## src/rtl/lirq_pkg.sv

```systemverilog
package lirq_pkg;
  localparam int unsigned TIMER_POS = 14;
  localparam int unsigned BCAST_POS = 15;
  localparam int unsigned SOFT_LO   = 17;
  localparam int unsigned SOFT_SHIFT = 16;

  typedef enum logic [1:0] {
    WORD_PEND = 2'd0,
    WORD_CLR  = 2'd1,
    WORD_SET  = 2'd2,
    WORD_NONE = 2'd3
  } word_e;
endpackage

```

## src/rtl/lirq_decode.sv

```systemverilog
module lirq_decode #(
  parameter int unsigned BE_W = 4
) (
  input  logic            valid,
  input  logic            write,
  input  logic [1:0]      word,
  input  logic [BE_W-1:0] be,
  output logic            do_set,
  output logic            do_clr,
  output logic            rd_pend
);
  import lirq_pkg::*;
  logic full_wr;
  assign full_wr = valid && write && (be == {BE_W{1'b1}});
  assign do_set  = full_wr && (word_e'(word) == WORD_SET);
  assign do_clr  = full_wr && (word_e'(word) == WORD_CLR);
  assign rd_pend = (word_e'(word) == WORD_PEND);
endmodule

```

## src/rtl/lirq_pending.sv

```systemverilog
module lirq_pending #(
  parameter int unsigned DW = 32
) (
  input  logic          clk,
  input  logic          rst_n,
  input  logic          do_set,
  input  logic          do_clr,
  input  logic [DW-1:0] wdata,
  input  logic          timer_in,
  input  logic          bcast_in,
  output logic [DW-1:0] pend_q,
  output logic [DW-1:0] pend_d
);
  import lirq_pkg::*;
  localparam logic [DW-1:0] SOFT_MASK = {DW{1'b1}} << SOFT_LO;

  logic          bcast_prev;
  logic [DW-1:0] soft_d;
  logic          b15_d;

  always_comb begin
    soft_d = pend_q & SOFT_MASK;
    if (do_clr) soft_d = soft_d & ~(wdata & SOFT_MASK);
    if (do_set) soft_d = soft_d | (wdata & SOFT_MASK);
    b15_d = bcast_in && (!bcast_prev ||
            (pend_q[BCAST_POS] && !(do_clr && wdata[BCAST_POS])));
    pend_d = soft_d;
    pend_d[BCAST_POS] = b15_d;
    pend_d[TIMER_POS] = timer_in;
  end

  always_ff @(posedge clk or negedge rst_n) begin
    if (!rst_n) begin
      pend_q     <= '0;
      bcast_prev <= 1'b0;
    end else begin
      pend_q     <= pend_d;
      bcast_prev <= bcast_in;
    end
  end

  AST_TIMER_MIRROR: assert property (@(posedge clk) disable iff (!rst_n)
    1'b1 |=> pend_q[TIMER_POS] == $past(timer_in));
  AST_BCAST_LOW_CLEARS: assert property (@(posedge clk) disable iff (!rst_n)
    !bcast_in |=> !pend_q[BCAST_POS]);
  AST_CLEAR_SOFT: assert property (@(posedge clk) disable iff (!rst_n)
    do_clr |=> ((pend_q & $past(wdata) & SOFT_MASK) == '0));
endmodule

```

## src/rtl/lirq_merge.sv

```systemverilog
module lirq_merge #(
  parameter int unsigned LEVELS = 16
) (
  input  logic              clk,
  input  logic              rst_n,
  input  logic [LEVELS-1:1] soft_f,
  input  logic              tmr_bit,
  input  logic              b15_bit,
  input  logic [LEVELS-1:1] hw_f,
  input  logic              is_target,
  input  logic              master_dis,
  output logic [LEVELS-1:0] lines_q
);
  import lirq_pkg::*;
  logic [LEVELS-1:0] lines_d;

  assign lines_d[0] = 1'b0;
  for (genvar g = 1; g < LEVELS; g++) begin : g_lane
    logic local_bit;
    if (g == TIMER_POS) begin : g_tmr
      assign local_bit = tmr_bit && !master_dis;
    end else if (g == BCAST_POS) begin : g_b15
      assign local_bit = b15_bit && !master_dis;
    end else begin : g_none
      assign local_bit = 1'b0;
    end
    assign lines_d[g] = soft_f[g] | local_bit | (hw_f[g] & is_target);
  end

  always_ff @(posedge clk or negedge rst_n) begin
    if (!rst_n) lines_q <= '0;
    else        lines_q <= lines_d;
  end

  AST_MDIS_GATES_LOCAL: assert property (@(posedge clk) disable iff (!rst_n)
    (master_dis && !is_target) |=>
      lines_q[LEVELS-1:LEVELS-2] == $past(soft_f[LEVELS-1:LEVELS-2]));
  AST_TARGET_HW: assert property (@(posedge clk) disable iff (!rst_n)
    is_target |=> ((lines_q[LEVELS-1:1] & $past(hw_f)) == $past(hw_f)));
  AST_LINE0_LOW: assert property (@(posedge clk) disable iff (!rst_n)
    1'b1 |=> !lines_q[0]);
endmodule

```

## src/rtl/local_irq_unit.sv

```systemverilog
module local_irq_unit #(
  parameter int unsigned DW     = 32,
  parameter int unsigned BE_W   = DW / 8,
  parameter int unsigned LEVELS = 16
) (
  input  logic              clk,
  input  logic              rst_n,
  input  logic              reg_valid,
  input  logic              reg_write,
  input  logic [1:0]        reg_word,
  input  logic [BE_W-1:0]   reg_be,
  input  logic [DW-1:0]     reg_wdata,
  output logic [DW-1:0]     reg_rdata,
  input  logic              timer_in,
  input  logic              bcast_in,
  input  logic [LEVELS-2:0] hw_levels,
  input  logic              is_target,
  input  logic              master_dis,
  output logic [LEVELS-1:0] irq_lines
);
  import lirq_pkg::*;
  localparam int unsigned SOFT_TOP = SOFT_SHIFT + LEVELS - 1;

  logic          do_set, do_clr, rd_pend;
  logic [DW-1:0] pend_q, pend_d, routed;

  lirq_decode #(.BE_W(BE_W)) u_dec (
    .valid(reg_valid), .write(reg_write), .word(reg_word), .be(reg_be),
    .do_set(do_set), .do_clr(do_clr), .rd_pend(rd_pend)
  );

  lirq_pending #(.DW(DW)) u_pend (
    .clk(clk), .rst_n(rst_n), .do_set(do_set), .do_clr(do_clr),
    .wdata(reg_wdata), .timer_in(timer_in), .bcast_in(bcast_in),
    .pend_q(pend_q), .pend_d(pend_d)
  );

  lirq_merge #(.LEVELS(LEVELS)) u_merge (
    .clk(clk), .rst_n(rst_n),
    .soft_f(pend_d[SOFT_TOP:SOFT_SHIFT+1]),
    .tmr_bit(pend_d[TIMER_POS]), .b15_bit(pend_d[BCAST_POS]),
    .hw_f(hw_levels), .is_target(is_target), .master_dis(master_dis),
    .lines_q(irq_lines)
  );

  always_comb begin
    routed = '0;
    if (is_target) routed[LEVELS-1:1] = hw_levels;
    reg_rdata = rd_pend ? (pend_q | routed) : '0;
  end

  AST_LOW_READ_ZERO: assert property (@(posedge clk) disable iff (!rst_n)
    (rd_pend && !is_target) |-> (reg_rdata[13:0] == '0 && !reg_rdata[16]));
  AST_OTHER_WORDS_ZERO: assert property (@(posedge clk) disable iff (!rst_n)
    !rd_pend |-> reg_rdata == '0);
  AST_PARTIAL_IGNORED: assert property (@(posedge clk) disable iff (!rst_n)
    (reg_valid && reg_write && reg_be != {BE_W{1'b1}})
      |=> (pend_q[DW-1:SOFT_LO] == $past(pend_q[DW-1:SOFT_LO])));
endmodule

```

## config.mk

```make
export PLATFORM = sky130hd
export DESIGN_NAME = local_irq_unit
export DESIGN_NICKNAME = d
export VERILOG_FILES = /design/src/rtl/lirq_pkg.sv /design/src/rtl/lirq_decode.sv /design/src/rtl/lirq_pending.sv /design/src/rtl/lirq_merge.sv /design/src/rtl/local_irq_unit.sv
export SDC_FILE = /design/constraint.sdc
export NUM_CORES = 1
export LEC_CHECK = 0
export ABC_AREA = 1
export BUFFER_PORTS_ARGS = -buffer_cell sky130_fd_sc_hd__buf_2
export CORE_ASPECT_RATIO = 0.8
export CORE_UTILIZATION = 44
export DETAILED_ROUTE_END_ITERATION = 10
export HOLD_SLACK_MARGIN = 0.15
export PLACE_DENSITY = 0.91
export SETUP_SLACK_MARGIN = 0.3
export SKIP_CTS_REPAIR_TIMING = 1
export SYNTH_ARGS = -nofsm -noshare
export SYNTH_HDL_FRONTEND = slang
export SYNTH_SLANG_ARGS = --single-unit
```

## constraint.sdc

```tcl
create_clock -name clk -period 2.3 [get_ports clk]
set_input_delay 0.46 -clock clk [delete_from_list [all_inputs] [get_ports clk]]
set_output_delay 0.46 -clock clk [all_outputs]
set_load 0.005 [all_outputs]
```

# Word-level counts from Yosys, hierarchy flattened
# Index checks and enable logic that the tools add are counted.
[op_classes]
n_lt_le_gt_ge = 0
eq_ne = 3
multipliers = 0
n_reduce_logical = 14
addsub = 0
n_mux = 4
div = 0
n_shift = 0
bitwise = 36
[ops]
columns = ["op", "n"]
rows = [
  ["2-to-1 mux 32 bit", 3],
  ["AND 32 bit", 1],
  ["inverter 32 bit", 1],
  ["bitwise OR 32 x 16 -> 32 bit", 1],
  ["bitwise OR 32 bit", 1],
  ["bitwise OR 1 bit", 17],
  ["AND 1 bit", 15],
  ["2-to-1 mux 15 bit", 1],
  ["logical AND 1 bit", 9],
  ["equality test 4 bit, second input constant", 1],
  ["logical NOT 1 bit", 3],
  ["equality test 2 x 1 -> 1 bit, second input constant", 1],
  ["equality test 2 bit, second input constant", 1],
  ["logical NOT 2 bit", 1],
  ["logical OR 1 bit", 1],
]
[word_totals]
romBits = 0
reg_bits = 48
memories = 0
output_inout_bits = 48
word_cells = 60
latch_bits = 0
inputBits = 61
ram_bits = 0

# Depth between registers and ports, before layout
[logic_depth]
ltp_word = 11
mapped_depth = 7
ltp_nobuf = 7

# By module
# A second synthesis with hierarchy kept.
[unflattened]
cells_unflattened = 254
area_unflattened_um2 = 1976.9
[by_module_without_submodules]
columns = ["module", "seq_area_each_um2", "instances", "cells_each", "area_per_inst_um2"]
rows = [
  ["lirq_pending", 450.4, 1, 118, 975.9],
  ["lirq_merge", 375.4, 1, 40, 553.0],
  ["local_irq_unit", 0.0, 1, 84, 400.4],
  ["lirq_decode", 0.0, 1, 12, 47.5],
]

# Least setup slack after synthesis
# No wires, ideal clock.
[synth_timing]
path_kind = "input to output"
from = "input port reg_word[1]"
to = "output port reg_rdata[10]"
stages = 4
n_path_buf = 1
arrival_time_ns = 1.024
required_time_ns = 1.840
path_slack_ns = 0.816
path_cell_list = "nor2_1 -> inv_2 -> buf_1 -> nor2_1"
[synth_between]
elab_chain_len = 2
[synth_lines]
columns = ["item", "line", "rtl"]
rows = [
  ["from (decl)", "local_irq_unit.sv:10", "input logic [1:0] reg_word,"],
  ["logical NOT 2 bit", "lirq_decode.sv:17", "assign rd_pend = (word_e'(word) == WORD_PEND);"],
  ["2-to-1 mux 32 bit", "local_irq_unit.sv:49", "reg_rdata = rd_pend ? (pend_q | routed) : '0;"],
  ["to (decl)", "local_irq_unit.sv:13", "output logic [DW-1:0] reg_rdata,"],
]
# Every way passes these cells.

# Final worst setup path
[layout_timing]
from = "input port reg_word[1]"
to = "output port reg_rdata[17]"
# The elaborated chain is that of the path after synthesis.

==> run metrics <==
final setup vio count 0; HP Class primary input to async pin; fin. max-slew vios 0; reg2reg start u_pend.pend_q[31]$_DFF_PN0_; Layout area overhead 32.4%; clock slew at reported path FFs ~60 ps; predominant post-synthesis flop cell dfrtp_1; measured slew at the worst slew-check pin ~700 ps; reg2reg end u_merge.lines_q[15]$_DFF_PN0_; DR DRC count 0; Worst Setup Start Kind primary input; largest net degree at the start of global routing 34; Max-Cap Viols 0; first-iteration detailed-routing DRC count between 40 and 50; via count ~1500; CTS buffer count 5; layout cells sized above 1 between 30% and 40%; placed wire-length estimate between 2 and 3 mm; die height ~56 um; Worst R2R Setup Slack roughly 1300 ps; CP Data Required Time roughly 1800 ps; synthesized flop and latch total 33; die area between 0.003 and 0.004 mm2; Reg2Reg Depth 6; vias in the first global route ~1400; CTS max path bufs 2; fmax around 0.56 GHz; crit path DAT 1330 ps; fin area roughly 0.0021 mm2; Post-synth ARST share 100%; Synth area leader dfrtp_1; fin crit period around 1800 ps; total wire length 3.65 mm; initial antenna violation count 0; met3 WL 262 um; post-route ant nets 0; Syn Std Cell Area roughly 0.0016 mm2; YS warnings 0; number of detailed-route iterations in the first pass 4; register area share after synthesis 51.0%; die width 69.8 um; crit share post-route roughly 78%; CP Capture Type output pin; most common cell in the netlist inv_1; kind of critical path primary input to output pin; worst-path maximum fanout 28; synth unique cells 21; Worst slew margin a little over half; met1 wire length between 1.5 and 2 mm; Port Buffer Count between 80 and 90; worst setup path start reg_word[1]; Lkg Pwr between 1 and 1.5 nW; Initial Utilization between 40% and 50%; site row count 19; Max stage delay on crit path ~250 ps; status complete, no violations; Setup crit end reg_rdata[17]; Core ar. 0.00347 mm2; clk root buf clkbuf_8; routed length on met2 roughly 1.8 mm; Top Metal Used met4; Final Util between 60 and 70%; Area contributors post-synth dfrtp_1, inv_1, nor2_1, o211ai_1, o21ai_2; Clock Latency Late Sink around 270 ps; top post-synthesis cells by count inv_1, dfrtp_1, nor2_1; EDFF count, synth 0; GPL Wtd Cong 0.811; WP buf/inv 3; final setup TNS 0 ps; # fillers about 320; Tot Pwr 1.28 mW; Placed Area between 0.002 and 0.0025 mm2; GRT overflow 0; wire length of the first global-routing pass just over 6 mm; final hold vios 0; unrepaired setup endpoints after global routing false; Max VDD drop 0.352 mV; wire length per cell 11.3 um; Yosys top cell area share approximately 51%; Power Density 599 mW/mm2; Ant. Diodes 0; CTS tree built; Worst path slowest cell inv_2; # IOs 109; Final Skew roughly 3.0 ps; Critical Path, Cell by Cell buf_2, nor2_1, inv_2, nor2_1, buf_2; cell family with most CP delay buffers and inverters; Cells after Synth 191; WP depth 5; Via density 4.73; CTS sink cnt 33; Clock H-tree levels 2; GR Util All Layers 20.4%; fin nets around 340; Syn Area/Cell between 8 and 9 um2
through the flow:
step / std cells / hold WS, ps / worst slack [ps]
2_1_floorplan: 193 / 164 / 816
3_3_place_gp: 315 / 439 / 514
3_5_place_dp: 315 / 450 / 499
4_1_cts: 322 / 261 / 511
5_1_grt: 322 / 281 / 413
6_report: 322 / 229 / 514
cells by family after synthesis:
group	share of synthesized area, %
compound gates	18.1
flops	51.0
buf+inv	13.0
simple gates	17.7
other cells	0.232
report_power, final:
part | internal [mW] | total [mW] | switching [mW]
logic | 0.0919 | 0.207 | 0.115
clock network | 0.237 | 0.425 | 0.188
registers | 0.632 | 0.652 | 0.0201
sequential cells by signal, indices dropped and copies added (netlist names):
| signal | flops |
|---|---|
| u_merge.lines_q | 15 |
| u_pend.pend_q | 17 |
| u_pend.bcast_prev | 1 |
area by class of cell:
class	count	area (um2)	share of cell area, %
sequential	33	826	38.5
multi-input combinational	113	591	27.6
timing repair buffer	89	445	20.8
inverter	38	143	6.65
clock buffer	7	86.3	4.03
tap	42	52.6	2.45
per-layer routing:
| layer | track usage [%] | vias up |
|---|---|---|
| met3 | 5.92 | 4 |
| met2 | 33.4 | 51 |
| li1 | - | 781 |
| met1 | 26.0 | 688 |
| met4 | 6.86 | 0 |
| met5 | 0 | - |
worst min-delay path by stage:
stage	from	endpoint
after floorplan	rst_n	u_merge.lines_q[10]$_DFF_PN0_
after global placement	u_pend.bcast_prev$_DFF_PN0_	u_pend.pend_q[15]$_DFF_PN0_
after detailed placement	u_pend.bcast_prev$_DFF_PN0_	u_pend.pend_q[15]$_DFF_PN0_
after CTS	rst_n	u_pend.pend_q[20]$_DFF_PN0_
after global routing	rst_n	u_pend.pend_q[21]$_DFF_PN0_
final	rst_n	u_pend.pend_q[14]$_DFF_PN0_
cells in the final DEF (no fill, tap or decap), types with 3 or more instances in the layout:
master / synthesis / final
buf_2: 0 / 89
clkbuf_8: 0 / 6
conb_1: 1 / 3
dfrtp_1: 33 / 33
inv_1: 37 / 37
nand2_1: 23 / 23
nand3_1: 3 / 3
nand4_1: 4 / 4
nor2_1: 31 / 31
o211ai_1: 13 / 13
o21ai_0: 17 / 17
o21ai_2: 10 / 10
No activity file was read; power rests on OpenSTA's default activity.
